**src/rtl/otp_pkg.sv**
```systemverilog
// Shared definitions for the one-time-programmable protection register.
// Assumes 16-bit or wider words; lock-word bit positions are fixed here.
package otp_pkg;

    typedef enum logic [1:0] {
        RG_FACT = 2'd0,
        RG_USER = 2'd1,
        RG_LOCK = 2'd2,
        RG_NONE = 2'd3
    } otp_region_e;

    localparam int LOCK_FACT_BIT = 0;
    localparam int LOCK_USER_BIT = 1;
    localparam int LOCK_SEC_BIT  = 2;

endpackage

```
**src/rtl/otp_prog_seq.sv**
```systemverilog
// Program sequencer: captures an accepted request, holds busy for
// PROG_CYCLES cycles and pulses commit in the last one.
// Assumes start is only asserted while busy is low; PROG_CYCLES >= 1.
module otp_prog_seq #(
    parameter int PROG_CYCLES = 8,
    parameter int ADDR_W      = 4,
    parameter int WORD_W      = 16
) (
    input  logic              clk,
    input  logic              rst_n,
    input  logic              start,
    input  logic [ADDR_W-1:0] addr_in,
    input  logic [WORD_W-1:0] data_in,
    output logic              busy,
    output logic              commit,
    output logic [ADDR_W-1:0] c_addr,
    output logic [WORD_W-1:0] c_data
);
    localparam int CNT_W = $clog2(PROG_CYCLES + 1);

    logic [CNT_W-1:0] remain;

    // Busy window and countdown of remaining cycles.
    always_ff @(posedge clk) begin
        if (!rst_n) begin
            busy   <= 1'b0;
            remain <= '0;
        end else if (start) begin
            busy   <= 1'b1;
            remain <= CNT_W'(PROG_CYCLES - 1);
        end else if (busy) begin
            if (remain == '0) busy <= 1'b0;
            else              remain <= remain - 1'b1;
        end
    end

    // Capture address and data of the accepted request.
    always_ff @(posedge clk) begin
        if (!rst_n) begin
            c_addr <= '0;
            c_data <= '1;
        end else if (start) begin
            c_addr <= addr_in;
            c_data <= data_in;
        end
    end

    // Commit happens in the last busy cycle.
    assign commit = busy && (remain == '0);
endmodule

```
**src/rtl/otp_store.sv**
```systemverilog
// Storage of the user segment and the lock bits, plus two read ports
// (one for the bus, one for request checking) and address classification.
// Assumes commit targets only a legal user word or the lock word.
module otp_store
    import otp_pkg::*;
#(
    parameter int          FACT_WORDS = 4,
    parameter int          USER_WORDS = 4,
    parameter int          WORD_W     = 16,
    parameter int          ADDR_W     = 4,
    parameter logic [FACT_WORDS*WORD_W-1:0] FACTORY_ID = '0
) (
    input  logic              clk,
    input  logic              rst_n,
    input  logic              commit,
    input  logic [ADDR_W-1:0] c_addr,
    input  logic [WORD_W-1:0] c_data,
    input  logic [ADDR_W-1:0] rd_addr,
    output logic [WORD_W-1:0] rd_word,
    input  logic [ADDR_W-1:0] q_addr,
    output logic [WORD_W-1:0] q_word,
    output otp_region_e       q_region,
    output logic              user_open,
    output logic              sec_open
);
    localparam int LOCK_ADDR = FACT_WORDS + USER_WORDS;

    logic [WORD_W-1:0] user_mem [USER_WORDS];
    logic              lk_user;
    logic              lk_sec;

    function automatic otp_region_e classify(input logic [ADDR_W-1:0] a);
        int idx = int'(a);
        if (idx < FACT_WORDS)       return RG_FACT;
        else if (idx < LOCK_ADDR)   return RG_USER;
        else if (idx == LOCK_ADDR)  return RG_LOCK;
        else                        return RG_NONE;
    endfunction

    function automatic logic [WORD_W-1:0] fetch(input logic [ADDR_W-1:0] a);
        int idx = int'(a);
        logic [WORD_W-1:0] w;
        w = '1;
        case (classify(a))
            RG_FACT: w = FACTORY_ID[idx*WORD_W +: WORD_W];
            RG_USER: w = user_mem[idx - FACT_WORDS];
            RG_LOCK: begin
                w = '1;
                w[LOCK_FACT_BIT] = 1'b0;
                w[LOCK_USER_BIT] = lk_user;
                w[LOCK_SEC_BIT]  = lk_sec;
            end
            default: w = '1;
        endcase
        return w;
    endfunction

    // One storage word per user slot; bits may only be cleared.
    for (genvar g = 0; g < USER_WORDS; g++) begin : g_user
        always_ff @(posedge clk) begin
            if (!rst_n)
                user_mem[g] <= '1;
            else if (commit && int'(c_addr) == FACT_WORDS + g)
                user_mem[g] <= user_mem[g] & c_data;
        end
    end

    // Lock bits; clear-only like the user words.
    always_ff @(posedge clk) begin
        if (!rst_n) begin
            lk_user <= 1'b1;
            lk_sec  <= 1'b1;
        end else if (commit && classify(c_addr) == RG_LOCK) begin
            lk_user <= lk_user & c_data[LOCK_USER_BIT];
            lk_sec  <= lk_sec  & c_data[LOCK_SEC_BIT];
        end
    end

    // Read ports.
    always_comb begin
        rd_word  = fetch(rd_addr);
        q_word   = fetch(q_addr);
        q_region = classify(q_addr);
    end

    assign user_open = lk_user;
    assign sec_open  = lk_sec;
endmodule

```
**src/rtl/otp_protect_reg.sv**
```systemverilog
// Top of the protection register: screens program requests against the
// lock hierarchy and the clear-only rule, then hands legal ones to the
// sequencer. Assumes WORD_W >= 4 so the lock bits fit.
module otp_protect_reg
    import otp_pkg::*;
#(
    parameter int FACT_WORDS  = 4,
    parameter int USER_WORDS  = 4,
    parameter int WORD_W      = 16,
    parameter int PROG_CYCLES = 8,
    parameter logic [FACT_WORDS*WORD_W-1:0] FACTORY_ID = 64'h0123_4567_89AB_CDEF,
    parameter int ADDR_W      = $clog2(FACT_WORDS + USER_WORDS + 1)
) (
    input  logic              clk,
    input  logic              rst_n,
    input  logic              prog_req,
    input  logic [ADDR_W-1:0] prog_addr,
    input  logic [WORD_W-1:0] prog_data,
    input  logic [ADDR_W-1:0] rd_addr,
    output logic [WORD_W-1:0] rd_data,
    output logic              busy,
    output logic              prog_err,
    output logic              sec_blk_lock
);
    localparam logic [WORD_W-1:0] STATUS_BUSY = '0;

    logic              commit;
    logic [ADDR_W-1:0] c_addr;
    logic [WORD_W-1:0] c_data;
    logic [WORD_W-1:0] rd_word;
    logic [WORD_W-1:0] q_word;
    otp_region_e       q_region;
    logic              user_open;
    logic              sec_open;
    logic              take;
    logic              reject;

    otp_store #(
        .FACT_WORDS(FACT_WORDS), .USER_WORDS(USER_WORDS), .WORD_W(WORD_W),
        .ADDR_W(ADDR_W), .FACTORY_ID(FACTORY_ID)
    ) u_store (
        .clk(clk), .rst_n(rst_n), .commit(commit), .c_addr(c_addr),
        .c_data(c_data), .rd_addr(rd_addr), .rd_word(rd_word),
        .q_addr(prog_addr), .q_word(q_word), .q_region(q_region),
        .user_open(user_open), .sec_open(sec_open)
    );

    // Request screening: region, lock hierarchy and clear-only rule.
    always_comb begin
        take   = prog_req && !busy;
        reject = 1'b0;
        if ((prog_data & ~q_word) != '0) reject = 1'b1;
        case (q_region)
            RG_FACT, RG_NONE: reject = 1'b1;
            RG_USER: if (!user_open) reject = 1'b1;
            RG_LOCK: if (!user_open && sec_open && !prog_data[LOCK_SEC_BIT])
                         reject = 1'b1;
            default: reject = 1'b1;
        endcase
    end

    otp_prog_seq #(
        .PROG_CYCLES(PROG_CYCLES), .ADDR_W(ADDR_W), .WORD_W(WORD_W)
    ) u_seq (
        .clk(clk), .rst_n(rst_n), .start(take && !reject),
        .addr_in(prog_addr), .data_in(prog_data), .busy(busy),
        .commit(commit), .c_addr(c_addr), .c_data(c_data)
    );

    // Error flag follows the verdict of each request that is not ignored.
    always_ff @(posedge clk) begin
        if (!rst_n)    prog_err <= 1'b0;
        else if (take) prog_err <= reject;
    end

    assign rd_data      = busy ? STATUS_BUSY : rd_word;
    assign sec_blk_lock = !sec_open;
endmodule

```
**config.mk**
```make
export PLATFORM = sky130hd
export DESIGN_NAME = otp_protect_reg
export DESIGN_NICKNAME = d
export VERILOG_FILES = /design/src/rtl/otp_pkg.sv /design/src/rtl/otp_prog_seq.sv /design/src/rtl/otp_store.sv /design/src/rtl/otp_protect_reg.sv
export SDC_FILE = /design/constraint.sdc
export NUM_CORES = 1
export LEC_CHECK = 0
export BUFFER_PORTS_ARGS = -buffer_cell sky130_fd_sc_hd__buf_4
export CORE_UTILIZATION = 48
export CTS_BUF_LIST = sky130_fd_sc_hd__clkbuf_2
export CTS_CLUSTER_DIAMETER = 30
export DETAILED_ROUTE_END_ITERATION = 12
export PLACE_DENSITY = 0.72
export REMOVE_ABC_BUFFERS = 1
export SYNTH_ARGS = -nofsm -noshare
export SYNTH_HDL_FRONTEND = slang
export SYNTH_SLANG_ARGS = --single-unit
```
**constraint.sdc**
```tcl
create_clock -name clk -period 3.35 [get_ports clk]
set_input_delay 0.335 -clock clk [delete_from_list [all_inputs] [get_ports clk]]
set_output_delay 0.335 -clock clk [all_outputs]
set_load 0.05 [all_outputs]
```
==> results.toml, run 1 <==
[worst_setup_path]
critPathCaptureType = "output port"
crit_type = "reg -> out"
rrSetupSlack_ns = 1.22
cp_cell_sequence = "mux4_2, a21oi_1, nor2_1, buf_4"
cp_max_fo = 3
worstReg2RegStart = "u_store.user_mem[0][14]"
r2r_cells = 7
crit_path_start_kind = "flip-flop"
crit_start = "u_store.user_mem[3][12]"
cp_num_buf_inv = 1
cp.required_ns = 3.01
cpPeakStageDelay_ns = 0.49
arrival_ns = 1.96
crit_family = "flip-flops"
rr_endpoint = "u_seq.c_addr[2]"
cp_slowest_cell = "edfxtp_1"

[run_status]
status = "finished, final reports clean"

[pwr]
clkPwrFrac = 0.248
switching_power_mw = 0.551
switching_share = 0.282
power_leakage_nw = 1.95
power_density_mw_per_mm2 = 353
p_comb_frac = 0.123
ir_worst_vdd_v = 0.000165
seq_power_share = 0.629
internal_power_mw = 1.40

[grt]
grt_pass1_wl_mm = 19.9
overflow = 0
antenna_found_initial = 0
grt_max_degree = 36
grt_pass1_vias = 3675
grtUsageTotal = 0.242

[cells_and_area]
mostFrequentLayoutCell = "nand2_1"
drive_gt1_frac = 0.210
stdcell_area_mm2 = 0.00552
layout_common_cells = "nand2_1, edfxtp_1, buf_4"
layout.nets = 515
area_delta_synth_final_pct = 10.5
fin_cells = 624
num_antenna_cells = 0

[die]
io_pins = 46
start_util = 0.504
coreArea_mm2 = 0.00991
row_count = 36
die_area_mm2 = 0.0108
die_h_um = 104
fp.dieW_um = 104

[timing]
rsz0062_at_grt = "no"
tightest_slew_ns = 0.556
fin_setup_tns_ns = 0
drv_slew = 0
setup-violations-final = 0
finalCritPeriodShare = 0.685
relSlewSlack = 0.620
fmax_mhz = 436
hold_viol = 0
period_needed_ns = 2.29
clock_skew_ns = 0.0440

[drt]
dr.pass1.iters = 5
wl_per_cell_um = 19.9
viasPerCell = 6.02
num_vias = 3758
drt_wl_total_mm = 12.4
drt_iter0_markers = 331
ant_nets = 0
drc_errors = 0

[synth]
yosysWarnings = 0
synth-seq-area-share = 0.497
synth_edf_count = 64
synth.top_cell.area_share = 0.385
ys_top_cells_by_area = "edfxtp_1, mux4_2, dfxtp_1, nand2_1, a21o_1"
synth_area_mm2 = 0.00500
synth.distinct_cells = 53
ys_ff_latch = 92
synthFlopType = "edfxtp_1"
syn-instance-count = 448
synth.largest_area_cell = "edfxtp_1"
synthArstFlopShare = 0
synth.avg_cell_area_um2 = 11.2

[job]
maxCapViolCount = 0

[worst_hold_path]
worstHoldPathType = "in -> reg"
whs_path_depth = 3
min_to = "u_seq.c_data[10]"
hold_start = "prog_data[10]"

[clock_network]
clk-insertion-delay-late_ns = 0.58
cts-root-buf = "clkbuf_2"
cts_max_level = 3
cts_repair_resize_count = 0
cts_tree = "built"
clockBufferDepth = 2
cts_sinks = 92
clk_pin_slew_worst_paths_ns = 0.27
cts_inserted_buffers = 9

[placement]
dpl.hpwl_mm = 8.13
dpl_cell_area_mm2 = 0.00542
portBuffers = 45
place.gp.congestion = 0.857
dpl.cell_count = 607
## cells by family (layout without fill, tap and decap cells)
| logic type | count (synthesis) | count (layout) | share of synthesized area |
|---|---|---|---|
| AO/OA/AOI/OAI | 118 | 118 | 0.172 |
| XOR/XNOR | 2 | 2 | 0.00351 |
| adder cells (fa/ha/maj) | 2 | 2 | 0.00501 |
| buffers and inverters | 62 | 105 | 0.0578 |
| flip-flops | 92 | 92 | 0.497 |
| multiplexers | 37 | 37 | 0.142 |
| AND/OR/NAND/NOR | 135 | 135 | 0.123 |
## synth_stat cells (all sizes together) (3+ instances only)
cell type / instances
nand3: 3
nand2: 83
inv: 31
o21ai: 9
o211ai: 32
o221ai: 4
clkbuf: 19
nor3: 7
nand2b: 6
mux4: 27
o21a: 5
buf: 12
mux2i: 10
dfxtp: 28
nor3b: 4
a21o: 32
nor2: 18
edfxtp: 64
a21oi: 15
## routing by layer
layer	vias up	track usage	routed length [um]
li1	1746	-	-
met2	124	0.385	6110
met1	1869	0.338	5380
met3	19	0.0332	700
met4	0	0.0867	226
met5	-	0	0
## worst register-to-register path: stages, from the launching register on
cell      delay [ns]
edfxtp_1        0.48
mux4_2          0.49
o221ai_1        0.21
a222oi_1        0.14
o2111a_1        0.16
buf_4           0.21
and2_1          0.17
o211a_1         0.19
## power groups by stage
stage / clock network (mW) / logic (mW) / registers, mW
finish: 0.483 / 0.241 / 1.23
global route: 0.522 / 0.257 / 1.23
CTS: 0.491 / 0.241 / 1.23
detailed placement: 0 / 0.240 / 1.25
global placement: 0 / 0.237 / 1.25
floorplan: 0 / 0.118 / 1.25
## cell type report
type	instances	area, um2
tap	133	166
sequential	92	2480
inverter	31	116
fill	921	4390
clock buffer	10	50.0
multi-input combinational	294	2230
clock inverter	6	40.0
timing repair buffer	58	438
## how the worst max path moves through the flow
stage                             end  slack (ns)  cells after the start
4_1_cts                   rd_data[12]        1.03                      4
2_1_floorplan  u_store.user_mem[0][0]        0.38                      3
3_3_place_gp          u_seq.c_addr[1]        0.84                      7
3_5_place_dp          u_seq.c_addr[1]        0.77                      7
6_report                  rd_data[12]        1.06                      4
5_1_grt                    rd_data[3]        0.96                      4
## state kept, by name, indices dropped and copies added (netlist names)
signal             count
u_seq.busy             1
u_seq.c_addr           4
prog_err               1
u_store.sec_open       1
u_seq.c_data          16
u_store.user_mem      64
u_seq.remain           4
u_store.user_open      1
## timing repair
action / 4_1_cts / 5_1_grt
endpoints found under the hold margin: 1 / 0
hold buffers: 1 / 0
endpoints found under the setup margin: 0 / 0
setup buffers: 0 / 0
## per-stage QoR
step           hold slack, ns  utilization  setup slack (ns)  power (mW)
3_5_place_dp            0.472        0.547             0.768        1.49
2_1_floorplan           0.397            -             0.376        1.37
4_1_cts               0.00938        0.557              1.03        1.96
5_1_grt                0.0261        0.557             0.959        2.01
6_report               0.0428        0.557              1.06        1.95
3_3_place_gp            0.473        0.547             0.840        1.49
(Power assumes the default switching activity.)
==> run 2: changes to the inputs <==
Settings changed: PLACE_DENSITY 0.72 to 0.74.
Clock period 3.35 ns to 2.1 ns, I/O delays scaled along.
==> run 2 against run 1 <==
Effect of this change: the flow now finishes with violations (negative setup slack); core utilization is 9.4 points higher; global-route usage increased by 2.9 points; sequential cell count is the same; first-iteration DRC count increased by 6.0%; non-clock buffer count increased by 86; cell count up 14%; clock power rose by 110%; wire length is 15% higher; setup slack got worse by 1.2 ns; combinational power rose by 100%; highest routed layer unchanged.
==> results.toml, run 2 (synthesized netlist as in run 1, its figures left out) <==
[run_status]
status = "finished, violations left"
violations = "negative setup slack"

[job]
maxCapViolCount = 0

[pwr]
seq_power_share = 0.568
switching_share = 0.261
ir_worst_vdd_v = 0.000439
power_leakage_nw = 2.40
p_comb_frac = 0.141
switching_power_mw = 0.900
internal_power_mw = 2.55
power_density_mw_per_mm2 = 534
clkPwrFrac = 0.292

[drt]
wl_per_cell_um = 20.1
ant_nets = 0
drt_iter0_markers = 351
viasPerCell = 6.01
drc_errors = 0
drt_wl_total_mm = 14.3
num_vias = 4268
dr.pass1.iters = 6

[worst_setup_path]
crit_type = "reg -> reg"
cpPeakStageDelay_ns = 0.48
cp_slowest_cell = "mux4_2"
rrSetupSlack_ns = -0.11
cp_max_fo = 10
path_depth = 8
crit_path_start_kind = "flip-flop"
cp.required_ns = 2.56
arrival_ns = 2.67
r2r_cells = 8
cp_num_buf_inv = 2
critPathCaptureType = "flip-flop"
cp_cell_sequence = "buf_4, mux4_2, o221ai_4, a222oi_1, o2111a_2, o21a_4, buf_12, o21a_1"
crit_family = "compound AO/OA/AOI/OAI gates"

[timing]
setup-violations-final = 33
fin_ws_ns = -0.108
period_needed_ns = 2.21
drv_slew = 0
rsz0062_at_grt = "yes"
relSlewSlack = 0.600
fmax_mhz = 453
clock_skew_ns = 0.0375
hold_viol = 0
tightest_slew_ns = 0.594
finalCritPeriodShare = 1.05
fin_setup_tns_ns = -1.53

[cells_and_area]
top_register = "u_store.user_mem"
layout.nets = 601
drive_gt1_frac = 0.334
num_antenna_cells = 0
stdcell_area_mm2 = 0.00646
largestRegisters = "u_store.user_mem x64, u_seq.c_data x16"
area_delta_synth_final_pct = 29.3
mostFrequentLayoutCell = "buf_4"
multi_input_area_mm2 = 0.00232
largest_reg_flops = 64
layout_common_cells = "buf_4, nand2_1, edfxtp_1"
fin_cells = 710
regArea_mm2 = 0.00248
fillers = 812

[worst_hold_path]
worstHoldPathType = "in -> reg"
whs_path_depth = 4

[grt]
grt_max_degree = 36
grt_pass1_vias = 4244
grtUsageTotal = 0.270
antenna_found_initial = 0
overflow = 0
grt_pass1_wl_mm = 22.6

[die]
die_h_um = 104
coreArea_mm2 = 0.00991
start_util = 0.504
die_area_mm2 = 0.0108
io_pins = 46
fp.dieW_um = 104
row_count = 36

[clock_network]
clk_pin_slew_worst_paths_ns = 0.25
cts_sinks = 92
cts_max_level = 3
clockBufferDepth = 2
clk-insertion-delay-late_ns = 0.57
cts_inserted_buffers = 9
cts_tree = "built"
cts-root-buf = "clkbuf_2"

[placement]
pre_cts_slack_ns = -0.223
dpl_cell_area_mm2 = 0.00573
place.gp.congestion = 0.932
portBuffers = 45
dpl.cell_count = 643
dpl.hpwl_mm = 9.55
==> run 2: cell type report <==
cell class                      count  share of cell area
Multi-Input combinational cell    294               0.360
Clock buffer                       12             0.00930
Inverter                           31              0.0180
Tap cell                          133              0.0258
Clock inverter                      4              0.0116
Timing Repair Buffer              144               0.191
Sequential cell                    92               0.384
==> run 2: metal layers <==
layer  vias to the layer above  global-route usage  wire, um
met5                         -                   0         0
met4                         0              0.0939       402
met3                        37              0.0508      1100
met2                       214               0.454      7050
met1                      2095               0.351      5730
li1                       1922                   -         -
==> run 2: power groups by stage <==
stage	Clock, mW	Combinational (mW)	Sequential [mW]
after floorplan	0	0.187	2.00
after global placement	0	0.423	2.00
after detailed placement	0	0.430	2.00
after CTS	1.02	0.472	1.96
after global routing	1.09	0.515	1.96
final	1.01	0.486	1.96
==> run 2: through the flow <==
stage          power, mW  utilization  hold slack [ns]
4_1_cts             3.45        0.632            0.102
6_report            3.45        0.652            0.136
2_1_floorplan       2.19            -            0.272
3_5_place_dp        2.43        0.578            0.471
3_3_place_gp        2.42        0.578            0.462
5_1_grt             3.57        0.652            0.110
==> run 2: worst reg2reg max path, stage by stage, from the launching register on <==
cell      delay, ns
edfxtp_1       0.45
buf_4          0.15
mux4_2         0.48
o221ai_4       0.18
a222oi_1       0.14
o2111a_2       0.21
o21a_4         0.16
buf_12         0.15
o21a_1         0.18
==> run 2: repair_timing <==
action | 4_1_cts | 5_1_grt
setup endpoints to repair | 39 | 73
gates resized for setup | 18 | 23
pin swaps | 7 | 11
setup buffers | 19 | 14
hold buffers | 18 | 0
endpoints found under the hold margin | 19 | 0
==> run 2: final timing paths <==
| kind | startpoint | end |
|---|---|---|
| hold / removal | prog_addr[1] | u_seq.c_addr[1] |
| setup reg to reg | u_store.user_mem[3][15] | u_seq.remain[0] |
| setup / recovery | u_store.user_mem[3][15] | u_seq.remain[0] |
| hold reg to reg | u_store.user_open | u_store.user_open |
